<file path="config.mk">
export PLATFORM = sky130hd
export DESIGN_NAME = dma_trig_sel
export DESIGN_NICKNAME = d
export VERILOG_FILES = /design/src/rtl/dts_pkg.sv /design/src/rtl/dts_addr_dec.sv /design/src/rtl/dts_src_mux.sv /design/src/rtl/dts_chan.sv /design/src/rtl/dma_trig_sel.sv
export SDC_FILE = /design/constraint.sdc
export NUM_CORES = 1
export LEC_CHECK = 0
export BUFFER_PORTS_ARGS = -buffer_cell sky130_fd_sc_hd__buf_2
export CORE_ASPECT_RATIO = 0.8
export CORE_MARGIN = 2
export CORE_UTILIZATION = 34
export DETAILED_ROUTE_END_ITERATION = 16
export GPL_TIMING_DRIVEN = 0
export MAX_ROUTING_LAYER = met4
export PLACE_DENSITY_LB_ADDON = 0.25
export SYNTH_ARGS = -nofsm -noshare
export SYNTH_HDL_FRONTEND = slang
export SYNTH_SLANG_ARGS = --single-unit
</file>
<file path="constraint.sdc">
create_clock -name clk_i -period 5.3 [get_ports clk_i]
set_input_delay 0.53 -clock clk_i [delete_from_list [all_inputs] [get_ports clk_i]]
set_output_delay 0.53 -clock clk_i [all_outputs]
set_load 0.02 [all_outputs]
</file>
<file path="src/rtl/dts_pkg.sv">
package dts_pkg;
  localparam int REG_W    = 8;
  localparam int SEL_W    = 6;
  localparam int FLAG_BIT = 7;
  localparam int RSV_BIT  = 6;
endpackage

</file>
<file path="src/rtl/dts_addr_dec.sv">
module dts_addr_dec #(
  parameter int          N_CH   = 4,
  parameter int          ADDR_W = 12,
  parameter logic [11:0] BASE   = 12'h810
) (
  input  logic [ADDR_W-1:0] addr_i,
  output logic [N_CH-1:0]   hit_o
);
  localparam int STRIDE = 2;

  for (genvar k = 0; k < N_CH; k++) begin : g_slot
    localparam logic [ADDR_W-1:0] SLOT = ADDR_W'(BASE) + ADDR_W'(k * STRIDE);
    assign hit_o[k] = (addr_i == SLOT);
  end
endmodule

</file>
<file path="src/rtl/dts_src_mux.sv">
module dts_src_mux #(
  parameter int N_SRC = 63,
  parameter int SEL_W = 6
) (
  input  logic [SEL_W-1:0] sel_i,
  input  logic [N_SRC-1:0] irq_i,
  output logic             trig_o
);
  // code 0 selects nothing; code k selects line k-1
  always_comb begin
    trig_o = 1'b0;
    for (int k = 1; k <= N_SRC; k++) begin
      if (sel_i == SEL_W'(k)) trig_o = irq_i[k-1];
    end
  end
endmodule

</file>
<file path="src/rtl/dts_chan.sv">
module dts_chan
  import dts_pkg::*;
(
  input  logic             clk_i,
  input  logic             rst_ni,
  input  logic             wr_en_i,
  input  logic             bit_en_i,
  input  logic [REG_W-1:0] wdata_i,
  input  logic             trig_i,
  input  logic             ack_i,
  input  logic             en_i,
  output logic             flag_o,
  output logic [SEL_W-1:0] sel_o,
  output logic             req_o
);
  logic             flag_q, flag_d;
  logic [SEL_W-1:0] sel_q;
  logic             sw_clr;

  // only a zero in the flag position clears; a one is ignored
  assign sw_clr = (wr_en_i | bit_en_i) & ~wdata_i[FLAG_BIT];

  always_comb begin
    flag_d = flag_q;
    if (ack_i || sw_clr) flag_d = 1'b0;
    if (trig_i)          flag_d = 1'b1;  // set wins
  end

  always_ff @(posedge clk_i or negedge rst_ni) begin
    if (!rst_ni) begin
      flag_q <= 1'b0;
      sel_q  <= '0;
    end else begin
      flag_q <= flag_d;
      if (wr_en_i) sel_q <= wdata_i[SEL_W-1:0];
    end
  end

  assign flag_o = flag_q;
  assign sel_o  = sel_q;
  assign req_o  = flag_q & en_i;
endmodule

</file>
<file path="src/rtl/dma_trig_sel.sv">
module dma_trig_sel
  import dts_pkg::*;
#(
  parameter int          N_CH   = 4,
  parameter int          N_SRC  = 63,
  parameter int          ADDR_W = 12,
  parameter logic [11:0] BASE   = 12'h810
) (
  input  logic              clk_i,
  input  logic              rst_ni,
  input  logic [N_SRC-1:0]  irq_i,
  input  logic [ADDR_W-1:0] addr_i,
  input  logic              wr_i,
  input  logic              bit_wr_i,
  input  logic [REG_W-1:0]  wdata_i,
  output logic [REG_W-1:0]  rdata_o,
  input  logic [N_CH-1:0]   dma_ack_i,
  input  logic [N_CH-1:0]   ch_en_i,
  output logic [N_CH-1:0]   req_o
);
  logic [N_CH-1:0]            hit;
  logic [N_CH-1:0]            trig;
  logic [N_CH-1:0]            flag_q;
  logic [N_CH-1:0][SEL_W-1:0] sel_q;

  dts_addr_dec #(
    .N_CH  (N_CH),
    .ADDR_W(ADDR_W),
    .BASE  (BASE)
  ) u_dec (
    .addr_i(addr_i),
    .hit_o (hit)
  );

  for (genvar c = 0; c < N_CH; c++) begin : g_ch
    dts_src_mux #(
      .N_SRC(N_SRC),
      .SEL_W(SEL_W)
    ) u_mux (
      .sel_i (sel_q[c]),
      .irq_i (irq_i),
      .trig_o(trig[c])
    );

    dts_chan u_chan (
      .clk_i   (clk_i),
      .rst_ni  (rst_ni),
      .wr_en_i (wr_i & hit[c]),
      .bit_en_i(bit_wr_i & hit[c]),
      .wdata_i (wdata_i),
      .trig_i  (trig[c]),
      .ack_i   (dma_ack_i[c]),
      .en_i    (ch_en_i[c]),
      .flag_o  (flag_q[c]),
      .sel_o   (sel_q[c]),
      .req_o   (req_o[c])
    );
  end

  // reserved bit always reads zero; unmapped reads return zero
  always_comb begin
    rdata_o = '0;
    for (int c = 0; c < N_CH; c++) begin
      if (hit[c]) begin
        rdata_o[FLAG_BIT]    = flag_q[c];
        rdata_o[SEL_W-1:0]   = sel_q[c];
      end
    end
  end
endmodule

</file>
Yosys cells after proc, flatten, opt, wreduce, memory -nomap -nowiden
Cells that the tools add are included.
{"block": "totals", "regBits": 28, "inputBits": 95, "output_inout_bits": 12}
{"block": "op_classes", "eq_ne": 256, "muxes": 268, "bitwise_logic": 21, "reduce_logical": 8}
{"operator": "6-bit == test (second input constant)", "n": 128}
{"operator": "6-bit by 5-bit == test with 1-bit output (second input constant)", "n": 64}
{"operator": "1-bit two-way mux", "n": 264}
{"operator": "6-bit by 4-bit == test with 1-bit output (second input constant)", "n": 32}
{"operator": "6-bit by 3-bit == test with 1-bit output (second input constant)", "n": 16}
{"operator": "12-bit == test (second input constant)", "n": 4}
{"operator": "6-bit by 2-bit == test with 1-bit output (second input constant)", "n": 8}
{"operator": "6-bit by 1-bit == test with 1-bit output (second input constant)", "n": 4}
{"operator": "6-bit two-way mux", "n": 4}
{"operator": "1-bit bitwise AND", "n": 16}
{"operator": "2-bit nonzero test", "n": 4}
{"operator": "1-bit logical OR", "n": 4}
{"operator": "1-bit OR", "n": 4}
{"operator": "1-bit NOT", "n": 1}

Depth between registers and ports, before layout
{"block": "depth", "depth_word": 65, "mapped_depth": 10}

Hierarchy
From an unflattened synthesis, not the netlist that was laid out.
{"block": "hier_totals", "cells_unflattened": 769, "hier_area_um2": 5650.4}
{"module": "dts_src_mux", "instances": 4, "cells_per_inst": 162, "area_each_um2": 1019.7, "seq_area_each_um2": 0.0}
{"module": "dts_chan", "instances": 4, "cells_per_inst": 18, "area_each_um2": 306.5, "seq_area_each_um2": 175.2}
{"module": "dma_trig_sel", "instances": 1, "cells_per_inst": 39, "area_each_um2": 239.0, "seq_area_each_um2": 0.0}
{"module": "dts_addr_dec", "instances": 1, "cells_per_inst": 10, "area_each_um2": 106.4, "seq_area_each_um2": 0.0}

Least setup slack after synthesis
No wires, ideal clock.
{"block": "synth_path", "path_type": "in2out", "startpoint": "input port addr_i[1]", "endpoint": "output port rdata_o[2]", "t_arrival_ns": 1.901, "slack_ns": 2.869, "path_stages": 4, "path_buffers": 2, "cell_sequence": "clkbuf_1 > buf_1 > mux4_2 > nor2b_1"}
{"block": "synth_via", "elab_chain_cells": 5}
{"item": "start, declared", "line_no": "dma_trig_sel.sv:12", "text": "input logic [ADDR_W-1:0] addr_i,"}
{"item": "12-bit == test", "line_no": "dts_addr_dec.sv:13", "text": "assign hit_o[k] = (addr_i == SLOT);"}
{"item": "6-bit two-way mux (3 in series)", "line_no": "dma_trig_sel.sv:64", "text": "if (hit[c]) begin"}
{"item": "6-bit two-way mux *", "line_no": "dma_trig_sel.sv:64"}
{"item": "end, declared", "line_no": "dma_trig_sel.sv:16", "text": "output logic [REG_W-1:0] rdata_o,"}
Every way passes the cells marked *; elsewhere a longest branch is shown, timed or not.

Worst setup path in the final report
{"block": "layout_path", "startpoint": "register g_ch[2].u_chan.sel_q[0]", "endpoint": "output port rdata_o[0]"}
{"block": "layout_via", "elab_chain_cells": 2}
{"item": "start, declared", "line_no": "dts_chan.sv:17", "text": "logic [SEL_W-1:0] sel_q;"}
{"item": "start signal, assigned", "line_no": "dts_chan.sv:35", "text": "if (wr_en_i) sel_q <= wdata_i[SEL_W-1:0];"}
{"item": "6-bit two-way mux (2 in series)", "line_no": "dma_trig_sel.sv:64"}
No other way between the ends.

==> results.yml <==
finish:
  fin_nets: 912
  fillers: 1629
  final_cell_area_sq_um: 6180
  final_cells: 1027
  area_growth_pct: 16.1
  drive_gt1_share_pct: 25.5
placement:
  dpl.cell_count: 1022
  dpl_cell_area_sq_um: 6100
  dp_hpwl_um: 21600
  io_buffers: 103
  gp_congestion: 1.06
power:
  p_sw_share_pct: 37.5
  ir_drop_mv: 0.101
  p_comb_share_pct: 35.9
  p_per_area_nw_per_um2: 104
  power_mw: 0.640
  power_frac_clock_pct: 29.6
  pwr-share-seq_pct: 34.4
  p_int_mw: 0.400
  p_leak_nw: 2.37
  power_switching_mw: 0.240
clock_network:
  cts_tree: "yes"
  cts.sinks: 28
  numCtsBuffers: 3
  cts-root-buf: "clkbuf_16"
  ctsHoldBuffers: 0
  cts.clk_slew.worst_paths_ns: 0.08
  cts_resized: 0
  clk_latency_ns: 0.28
  cts_buffer_depth: 2
  postCtsSetupBuffers: 0
  htreeDepth: 1
sta:
  finalSetupViolCount: 0
  finalCritPeriodShare_pct: 59.7
  hold_viol: 0
  tightest_slew_ns: 0.775
  drv_slew: 0
  final.min_clock_period_ns: 3.16
  setup_tns_ns: 0
  slew_headroom_pct: 48.2
  rsz0062_at_grt: "false"
  timing.fmax_mhz: 316
  fin_skew_ns: 0.00198
status:
  outcome: "completed"
floorplan:
  pin_count: 107
  initial_core_util_pct: 35.1
  die_area_sq_um: 16700
  coreArea_sq_um: 15200
  die_h_um: 116
  die_x_um: 144
  num_rows: 40
route:
  route.vias.total: 7022
  drt_first_pass_iters: 5
  drt_iter0_drc: 976
  detail-route-antenna-nets: 0
  routed_wl_um: 29000
  vias_per_cell: 6.84
  drc_errors: 0
  post_drt_wl_per_cell_um: 28.2
global_routing:
  antenna_found_initial: 1
  grt_max_degree: 29
  grt_overflow: 0
  grt_pass1_vias: 6405
  grt_pass1_wl_um: 41500
  track_usage_pct: 35.3
worst_setup_path:
  critPathKind: "reg2out"
  cp_max_fo: 10
  end_kind: "output pin"
  r2r_setup_slack_ns: 2.49
  r2r_cells: 8
  critPathLaunchType: "flop"
  r2r_end: "g_ch[3].u_chan.flag_o"
  r2r_start: "g_ch[3].u_chan.sel_o[1]"
  worstPathArrival_ns: 2.63
  cp.required_ns: 4.77
yosys:
  synth.avg_cell_area_sq_um: 7.51
  synth_nets: 804
  synthArstFlopShare_pct: 100
  synthSimpleGateAreaFrac_pct: 25.0
  synthCells: 709
  synth_area_sq_um: 5320
  synth_flop_cell: "dfrtp_1"
  yosys_warnings: 0
  synth-compound-area-share_pct: 35.6
  synth-xor-area-share_pct: 0
  synthAdderAreaFrac_pct: 0
  synth_top_family_by_area: "compound AO/OA/AOI/OAI gates"
  synth-seq-cells: 28
  synth_top_area_share_pct: 13.2
  synth_edf_count: 0
  yosysMostFrequentCell: "o21ai_0"
  synthMuxAreaShare_pct: 18.3
  synthDistinctLibCells: 80
  ys_seq_area_share_pct: 13.2
  ys_top_cells_by_area: "dfrtp_1, o21ai_0, mux2_2"
  synth_largest_area_cell: "dfrtp_1"
  synthTopCellsByCount: "o21ai_0, nor2_1, nand2_1, a21oi_1, mux2_2"
flow_run:
  cap_violations: 0
worst_hold_path:
  min-delay-path-class: "in2async"
==> critical path, stage by stage (launching register included) <==
cell,delay (ns)
dfrtp_1,0.32
buf_2,0.23
buf_2,0.30
buf_2,0.32
clkbuf_1,0.53
mux4_2,0.36
nor2b_1,0.11
buf_2,0.18
==> power by group through the flow <==
| stage | logic [mW] | registers (mW) | clock network, mW |
|---|---|---|---|
| 6_report | 0.230 | 0.220 | 0.190 |
| 4_1_cts | 0.217 | 0.220 | 0.191 |
| 5_1_grt | 0.235 | 0.221 | 0.197 |
| 2_1_floorplan | 0.0904 | 0.223 | 0 |
| 3_3_place_gp | 0.218 | 0.225 | 0 |
| 3_5_place_dp | 0.216 | 0.225 | 0 |
==> kinds of logic after synthesis <==
family                 after synthesis
AOI/OAI and AO/OA                  279
and+or+nand+nor                    243
buffers and inverters               87
muxes                               71
DFF                                 28
other                                1
==> stage by stage <==
stage / hold slack, ns / setup WS (ns) / utilization, %
floorplan: 0.234 / 2.87 / -
global placement: 0.620 / 2.45 / 40.2
detailed placement: 0.629 / 2.49 / 40.2
CTS: 0.329 / 2.25 / 40.7
global route: 0.362 / 2.03 / 40.7
finish: 0.308 / 2.14 / 40.8
==> layout by cell type (no fill, tap or decap), types with 8 or more instances in the layout <==
| master | instances |
|---|---|
| and2_1 | 8 |
| nor2b_1 | 23 |
| nand2b_1 | 27 |
| buf_2 | 128 |
| buf_1 | 9 |
| nand3b_1 | 8 |
| nand2_1 | 47 |
| inv_1 | 19 |
| nor2_1 | 48 |
| dfrtp_1 | 28 |
| o22ai_1 | 27 |
| o21ai_0 | 81 |
| nor3b_1 | 10 |
| clkbuf_1 | 19 |
| o211ai_1 | 17 |
| mux4_2 | 16 |
| o221ai_1 | 9 |
| nand3_1 | 10 |
| mux2i_1 | 20 |
| nor3_1 | 28 |
| a31oi_1 | 9 |
| mux2_2 | 32 |
| a21oi_1 | 33 |
==> worst max-delay path by stage <==
stage / startpoint / end / cells past startpoint
after floorplan: addr_i[1] / rdata_o[2] / 4
after global placement: addr_i[7] / g_ch[2].u_chan.flag_o / 8
after detailed placement: addr_i[7] / g_ch[2].u_chan.flag_o / 8
after CTS: g_ch[2].u_chan.sel_o[0] / rdata_o[0] / 7
after global routing: g_ch[2].u_chan.sel_o[0] / rdata_o[0] / 7
final: g_ch[2].u_chan.sel_o[0] / rdata_o[0] / 7
==> layout make-up <==
type / count / area [sq um] / area share (%)
multi-input cells: 594 / 4200 / 67.9
flip-flops and latches: 28 / 701 / 11.3
repair buffers: 103 / 515 / 8.34
plain buffers: 65 / 339 / 5.49
well taps: 210 / 263 / 4.25
inverters: 22 / 82.6 / 1.34
clock buffers: 3 / 75.1 / 1.21
diodes: 2 / 5.00 / 0.0810
==> state kept, by name (all words and copies together) (netlist names) <==
name / flops
g_ch.u_chan.flag_o: 4
g_ch.u_chan.sel_o: 24
==> per-layer routing <==
metal / wire length (um) / vias to the layer above / share of wire (%) / global-route usage (%)
met5: 0 / - / 0 / -
met4: 1880 / 0 / 6.5 / 18.4
met3: 4370 / 145 / 15 / 12.0
met2: 11400 / 602 / 39 / 47.5
met1: 11300 / 3291 / 39 / 46.4
li1: - / 2984 / - / -
No activity file was read; power rests on OpenSTA's default activity.
